## src/rtl/fuse_rd_pkg.sv

```systemverilog
package fuse_rd_pkg;
  localparam int REG_AW = 5;
  localparam logic [REG_AW-1:0] OFS_CTRL = 5'h04;
  localparam logic [REG_AW-1:0] OFS_DATA = 5'h08;
  localparam logic [REG_AW-1:0] OFS_AUX  = 5'h10;

  localparam int FLD_AW    = 11;
  localparam int B_ASET    = 11;
  localparam int B_PEN     = 12;
  localparam int B_PGO     = 13;
  localparam int B_PBUSY   = 14;
  localparam int B_PBYTE   = 16;
  localparam int B_RDEN    = 24;
  localparam int B_RGO     = 25;
  localparam int B_RBUSY   = 26;
  localparam int B_PD      = 27;
  localparam int B_ENC     = 10;

  // seeded fill pattern of the fuse array; upper half inverted
  function automatic logic [7:0] fuse_byte(input int unsigned idx, input logic [7:0] seed);
    logic [7:0] v;
    v = 8'(idx * 37 + 32'(seed));
    if (idx >= 256) v = ~v;
    return v;
  endfunction
endpackage

```

## src/rtl/fuse_rom.sv

```systemverilog
module fuse_rom import fuse_rd_pkg::*; #(
  parameter int         WORD_BYTES  = 4,
  parameter int         ARRAY_BYTES = 512,
  parameter logic [7:0] INIT_SEED   = 8'h5A
) (
  input  logic [FLD_AW-1:0] word_addr_i,
  output logic [31:0]       word_o
);
  localparam int NUM_WORDS = ARRAY_BYTES / WORD_BYTES;

  initial assert (WORD_BYTES == 1 || WORD_BYTES == 4);

  always_comb begin
    word_o = '0;
    if (32'(word_addr_i) < NUM_WORDS) begin
      for (int b = 0; b < WORD_BYTES; b++) begin
        word_o[8*b +: 8] = fuse_byte(32'(word_addr_i) * WORD_BYTES + b, INIT_SEED);
      end
    end
  end
endmodule

```

## src/rtl/fuse_regs.sv

```systemverilog
module fuse_regs import fuse_rd_pkg::*; (
  input  logic              clk_i,
  input  logic              rst_ni,
  input  logic              wr_ctrl_i,
  input  logic              wr_aux_i,
  input  logic [31:0]       wdata_i,
  output logic [FLD_AW-1:0] addr_fld_o,
  output logic [FLD_AW-1:0] lat_addr_o,
  output logic              pen_o,
  output logic              pgo_o,
  output logic [7:0]        pbyte_o,
  output logic              rd_en_o,
  output logic              pd_o,
  output logic              enc_en_o,
  output logic              start_req_o
);
  logic go_q;
  logic unused_wdata;
  assign unused_wdata = ^{wdata_i[31:28], wdata_i[B_RBUSY], wdata_i[15:14]};

  always_ff @(posedge clk_i or negedge rst_ni) begin
    if (!rst_ni) begin
      addr_fld_o <= '0;
      lat_addr_o <= '0;
      pen_o      <= 1'b0;
      pgo_o      <= 1'b0;
      pbyte_o    <= '0;
      rd_en_o    <= 1'b0;
      pd_o       <= 1'b1;
      enc_en_o   <= 1'b0;
      go_q       <= 1'b0;
    end else begin
      if (wr_ctrl_i) begin
        addr_fld_o <= wdata_i[FLD_AW-1:0];
        if (wdata_i[B_ASET]) lat_addr_o <= wdata_i[FLD_AW-1:0];
        pen_o   <= wdata_i[B_PEN];
        pgo_o   <= wdata_i[B_PGO];
        pbyte_o <= wdata_i[B_PBYTE +: 8];
        rd_en_o <= wdata_i[B_RDEN];
        pd_o    <= wdata_i[B_PD];
        go_q    <= wdata_i[B_RGO];
      end
      if (wr_aux_i) enc_en_o <= wdata_i[B_ENC];
    end
  end

  // edge-qualified start, gated by the enables carried in the same write
  assign start_req_o = wr_ctrl_i & wdata_i[B_RGO] & ~go_q & wdata_i[B_RDEN] & ~wdata_i[B_PD];

  p_latch_hold_r3: assert property (@(posedge clk_i) disable iff (!rst_ni)
    !(wr_ctrl_i && wdata_i[B_ASET]) |=> $stable(lat_addr_o));
endmodule

```

## src/rtl/fuse_rd_seq.sv

```systemverilog
module fuse_rd_seq import fuse_rd_pkg::*; #(
  parameter int LATENCY = 8
) (
  input  logic              clk_i,
  input  logic              rst_ni,
  input  logic              start_req_i,
  input  logic [FLD_AW-1:0] addr_i,
  input  logic [31:0]       rom_word_i,
  output logic [FLD_AW-1:0] rom_addr_o,
  output logic              busy_o,
  output logic [31:0]       data_o
);
  localparam int CNT_W = (LATENCY > 1) ? $clog2(LATENCY) : 1;

  logic [CNT_W-1:0] cnt_q;

  initial assert (LATENCY >= 1);

  always_ff @(posedge clk_i or negedge rst_ni) begin
    if (!rst_ni) begin
      busy_o     <= 1'b0;
      cnt_q      <= '0;
      rom_addr_o <= '0;
      data_o     <= '0;
    end else if (busy_o) begin
      if (cnt_q == '0) begin
        busy_o <= 1'b0;
        data_o <= rom_word_i;
      end else begin
        cnt_q <= cnt_q - 1'b1;
      end
    end else if (start_req_i) begin
      busy_o     <= 1'b1;
      cnt_q      <= CNT_W'(LATENCY - 1);
      rom_addr_o <= addr_i;
    end
  end

  // checker: length of the busy window
  int unsigned busy_len;
  always_ff @(posedge clk_i or negedge rst_ni) begin
    if (!rst_ni) busy_len <= 0;
    else         busy_len <= busy_o ? busy_len + 1 : 0;
  end

  p_go_sets_busy_r4: assert property (@(posedge clk_i) disable iff (!rst_ni)
    (start_req_i && !busy_o) |=> busy_o);
  p_busy_len_r5: assert property (@(posedge clk_i) disable iff (!rst_ni)
    $fell(busy_o) |-> (busy_len == LATENCY));
  p_data_on_done_r5: assert property (@(posedge clk_i) disable iff (!rst_ni)
    !$stable(data_o) |-> $fell(busy_o));
  p_addr_hold_r3: assert property (@(posedge clk_i) disable iff (!rst_ni)
    (busy_o && $past(busy_o)) |-> $stable(rom_addr_o));
endmodule

```

## src/rtl/fuse_rd_ctrl.sv

```systemverilog
module fuse_rd_ctrl import fuse_rd_pkg::*; #(
  parameter int         WORD_BYTES  = 4,
  parameter int         ARRAY_BYTES = 512,
  parameter int         LATENCY     = 8,
  parameter logic [7:0] INIT_SEED   = 8'h5A
) (
  input  logic              clk_i,
  input  logic              rst_ni,
  input  logic              req_i,
  input  logic              we_i,
  input  logic [REG_AW-1:0] addr_i,
  input  logic [31:0]       wdata_i,
  output logic [31:0]       rdata_o
);
  logic              wr_ctrl, wr_aux, rd_req;
  logic [FLD_AW-1:0] addr_fld, lat_addr, rom_addr;
  logic              pen, pgo, rd_en, pd, enc_en, start_req, busy;
  logic [7:0]        pbyte;
  logic [31:0]       rom_word, data_q;

  assign rd_req  = req_i & ~we_i;
  assign wr_ctrl = req_i & we_i & (addr_i == OFS_CTRL);
  assign wr_aux  = req_i & we_i & (addr_i == OFS_AUX);

  fuse_regs u_regs (
    .clk_i, .rst_ni,
    .wr_ctrl_i   (wr_ctrl),
    .wr_aux_i    (wr_aux),
    .wdata_i     (wdata_i),
    .addr_fld_o  (addr_fld),
    .lat_addr_o  (lat_addr),
    .pen_o       (pen),
    .pgo_o       (pgo),
    .pbyte_o     (pbyte),
    .rd_en_o     (rd_en),
    .pd_o        (pd),
    .enc_en_o    (enc_en),
    .start_req_o (start_req)
  );

  fuse_rd_seq #(.LATENCY(LATENCY)) u_seq (
    .clk_i, .rst_ni,
    .start_req_i (start_req),
    .addr_i      (lat_addr),
    .rom_word_i  (rom_word),
    .rom_addr_o  (rom_addr),
    .busy_o      (busy),
    .data_o      (data_q)
  );

  fuse_rom #(.WORD_BYTES(WORD_BYTES), .ARRAY_BYTES(ARRAY_BYTES), .INIT_SEED(INIT_SEED)) u_rom (
    .word_addr_i (rom_addr),
    .word_o      (rom_word)
  );

  always_comb begin
    rdata_o = '0;
    if (rd_req) begin
      unique case (addr_i)
        OFS_CTRL: begin
          rdata_o[FLD_AW-1:0]   = addr_fld;
          rdata_o[B_PEN]        = pen;
          rdata_o[B_PGO]        = pgo;
          rdata_o[B_PBYTE +: 8] = pbyte;
          rdata_o[B_RDEN]       = rd_en;
          rdata_o[B_RBUSY]      = busy;
          rdata_o[B_PD]         = pd;
        end
        OFS_DATA: rdata_o = data_q;
        OFS_AUX:  rdata_o[B_ENC] = enc_en;
        default:  rdata_o = '0;
      endcase
    end
  end

  p_rd_start_gate_r4: assert property (@(posedge clk_i) disable iff (!rst_ni)
    $rose(busy) |-> $past(wr_ctrl && wdata_i[B_RGO] && wdata_i[B_RDEN] && !wdata_i[B_PD]));
  p_pd_blocks_r8: assert property (@(posedge clk_i) disable iff (!rst_ni)
    (pd && !wr_ctrl) |=> !$rose(busy));
  p_strobes_low_r2: assert property (@(posedge clk_i) disable iff (!rst_ni)
    (rd_req && addr_i == OFS_CTRL) |-> (!rdata_o[B_ASET] && !rdata_o[B_RGO] && !rdata_o[B_PBUSY]));
  p_idle_zero_r11: assert property (@(posedge clk_i) disable iff (!rst_ni)
    !rd_req |-> (rdata_o == '0));
endmodule

```

## config.mk

```make
export PLATFORM = sky130hd
export DESIGN_NAME = fuse_rd_ctrl
export DESIGN_NICKNAME = d
export VERILOG_FILES = /design/src/rtl/fuse_rd_pkg.sv /design/src/rtl/fuse_rom.sv /design/src/rtl/fuse_regs.sv /design/src/rtl/fuse_rd_seq.sv /design/src/rtl/fuse_rd_ctrl.sv
export SDC_FILE = /design/constraint.sdc
export NUM_CORES = 1
export LEC_CHECK = 0
export ABC_AREA = 1
export BUFFER_PORTS_ARGS = -buffer_cell sky130_fd_sc_hd__clkbuf_2
export CAP_MARGIN = 20
export CORE_UTILIZATION = 52
export DETAILED_ROUTE_END_ITERATION = 10
export PLACE_DENSITY = 0.73
export SLEW_MARGIN = 20
export SYNTH_ARGS = -nofsm -noshare
export SYNTH_HDL_FRONTEND = slang
export SYNTH_HIERARCHICAL = 1
export SYNTH_SLANG_ARGS = --single-unit
```

## constraint.sdc

```tcl
create_clock -name clk_i -period 7.9 [get_ports clk_i]
set_input_delay 1.185 -clock clk_i [delete_from_list [all_inputs] [get_ports clk_i]]
set_output_delay 1.185 -clock clk_i [all_outputs]
set_load 0.005 [all_outputs]
```

==> flow_summary.ini <==
[synth]
ys.flop_type = dfrtp_1
yosysTopAreaCell = dfrtp_1
synth.cells.most_frequent = nand2_1 (172), inv_1 (89), dfrtp_1 (82)
synth_seq_cells = 83
synth_warnings = 6
synth.most_common_cell = nand2_1
yosysSeqAreaShare_pct = 38.5
synth.area.top_cells = dfrtp_1 (38%), nand2_1 (12%), inv_1 (6.2%)
yosysTopAreaCellShare_pct = 38.0
yosysUniqueCellTypes = 34
synth-async-reset-ratio_pct = 100
synth_edf_count = 0
netlist_area_sq_um = 5400
syn_inst = 683
syn_avg_cell_area_sq_um = 7.90
synth_nets = 756

[global_route]
grt-ovfl-total = 0
grt_antenna_before_repair = 0
grt_max_degree = 78
grt.total_usage_pct = 23.1
grt_pass1_vias = 4337
grt_pass1_wl_um = 20200

[detailed_routing]
drt_iter0_markers = 381
wire_per_inst_um = 14.0
drtAntennaViolNets = 0
routed_via_density = 5.35
drt_first_pass_iters = 6
drc = 0
wirelength_um = 12100
num_vias = 4598

[die]
die_area_sq_um = 10800
chipHeight_um = 104
io_pins = 73
row_count = 36
core_region_area_sq_um = 9910
fp.dieW_um = 104
start_util_pct = 54.5

[power]
p_leak_nw = 3.06
p_int_mw = 0.634
power_density_nw_per_um2 = 148
peakVddDrop_v = 0.000102
switching_share_pct = 26.9
share_comb_of_total_power_pct = 9.3
p_seq_share_pct = 54.9
p_switching_mw = 0.234
clock_power_share_pct = 35.8

[hold_path]
hold-path-cell-count = 2
hold_path_class = flip-flop to flip-flop
min-delay-start = u_regs/lat_addr_o[6]
hold_end = u_regs/lat_addr_o[6]

[outcome]
outcome = finished, final reports clean

[critical_path]
critPathKind = input pin to output pin
arrival_ns = 2.58
cp.buffers_inverters = 3
rr_worst_depth = 15
crit_chain = clkbuf_2, inv_2, nand4_1, a21oi_1, clkbuf_2
rrSetupSlack_ns = 4.61
crit_family = buffers and inverters
r2r_start = u_seq/rom_addr_o[1]
cpMostUsedCell = clkbuf_2
cpPeakStageDelay_ns = 0.60
path_max_fanout = 50
critical_path_required_ns = 6.71
start_kind = input pin
r2r-end = u_seq/data_o[31]
cpMaxStageDelayCell = inv_2
crit_path_end_kind = output pin

[clocking]
clockRootBuffer = clkbuf_8
cts_tree = built
cts-htree-levels = 3
worstSkewPairLatency_ns = 0.35
clock_path_buffers = 2
cts.sinks = 83
ctsResizeCount = 0
numCtsBuffers = 9
hold_buffers = 0
clkTransAtPathRegs_ns = 0.08
post-cts-setup-buffers = 0

[cells_and_area]
fin_util_pct = 59.0
nNetsFinal = 794
antennaDiodeCount = 0
area_delta_synth_final_pct = 8.39
drive_above_1_share_pct = 16.9

[sta]
rsz0062_at_grt = no
slew_headroom_pct = 42.7
timing.hold.ws_ns = 0.476
setup_viol = 0
setup_tns_ns = 0
worst_slack_ns = 4.14
finalHoldViolCount = 0
finClkSkew_ns = 0.0147
fin_crit_ns = 3.76
fmax_mhz = 266
worst_pin_slew_ns = 0.857
fin_crit_sh_pct = 47.6
drv_slew = 0

[placement]
globalplace.congestion = 0.846
io_buffers = 65
dp_slack_ns = 3.69
place_hpwl_um = 8430

[flow_run]
max_cap_viol_count = 0
worst max-delay path by stage:
| stage | start | to | slack (ns) | cells after the start |
|---|---|---|---|---|
| final | addr_i[4] | rdata_o[26] | 4.14 | 5 |
| after global routing | addr_i[4] | u_seq/cnt_q[0] | 4.00 | 10 |
| after CTS | addr_i[1] | rdata_o[26] | 3.89 | 5 |
| after detailed placement | addr_i[1] | u_seq/cnt_q[2] | 3.69 | 10 |
| after global placement | addr_i[1] | u_seq/cnt_q[2] | 3.76 | 10 |
| after floorplan | addr_i[4] | rdata_o[12] | 4.92 | 4 |
power groups by stage:
| stage | Combinational, mW | Sequential, mW | Clock [mW] |
|---|---|---|---|
| finish | 0.0809 | 0.476 | 0.310 |
| global route | 0.0929 | 0.479 | 0.333 |
| CTS | 0.0775 | 0.475 | 0.316 |
| detailed placement | 0.0772 | 0.484 | 0 |
| global placement | 0.0740 | 0.483 | 0 |
| floorplan | 0.0495 | 0.477 | 0 |
layout by cell type (no fill, tap or decap), types with 25 or more instances in the layout:
master and n:
a21oi_1 28, clkbuf_2 64, dfrtp_1 82, ha_1 25, inv_1 89, nand2_1 172, nand3_1 42, nand4_1 52
nor2_1 27, o21ai_1 31
state kept, by name, indices dropped and copies added (netlist names):
name               count
u_regs/addr_fld_o     11
u_regs/enc_en_o        1
u_regs/go_q            1
u_regs/lat_addr_o     11
u_regs/pbyte_o         8
u_regs/pd_o            1
u_regs/pen_o           1
u_regs/pgo_o           1
u_regs/rd_en_o         1
u_seq/busy_o           1
u_seq/cnt_q            3
u_seq/data_o          32
u_seq/rom_addr_o      11
logic make-up after synthesis:
group                      after synthesis  share of synthesized area [%]
DFF                                     83                           38.5
xor gates and xnor gates                20                           3.52
buffers and inverters                  139                           12.7
and+or+nand+nor                        310                           26.7
adders and majority gates               32                           8.39
AOI/OAI and AO/OA                       99                           10.2
cell type report:
cell class	instances	area (sq um)
Fill cell	916	4060
Multi-Input combinational cell	461	2640
Sequential cell	83	2080
Timing Repair Buffer	70	405
Inverter	96	360
Tap cell	133	166
Clock buffer	10	128
Clock inverter	6	73.8
routing by layer:
| metal | vias to the layer above | wire length (um) | track usage (%) |
|---|---|---|---|
| li1 | 2277 | - | - |
| met1 | 2154 | 5280 | 30.7 |
| met2 | 149 | 5940 | 39.4 |
| met3 | 18 | 608 | 2.57 |
| met4 | 0 | 238 | 7.35 |
| met5 | - | 0 | 0 |
through the flow:
stage | cells | power, mW | area, sq um
global route | 859 | 0.905 | 5850
global placement | 841 | 0.557 | 5590
finish | 859 | 0.868 | 5850
detailed placement | 841 | 0.561 | 5590
CTS | 857 | 0.869 | 5800
floorplan | 683 | 0.526 | 5400
worst reg2reg max path: cells and delay by family, from the launching register on:
family          cells  cell delay [ns]
compound gates      1             0.11
fa+ha+maj           4             1.83
buf+inv             4             0.31
flops               1             0.48
simple gates        6             0.48
(Power assumes the default switching activity.)
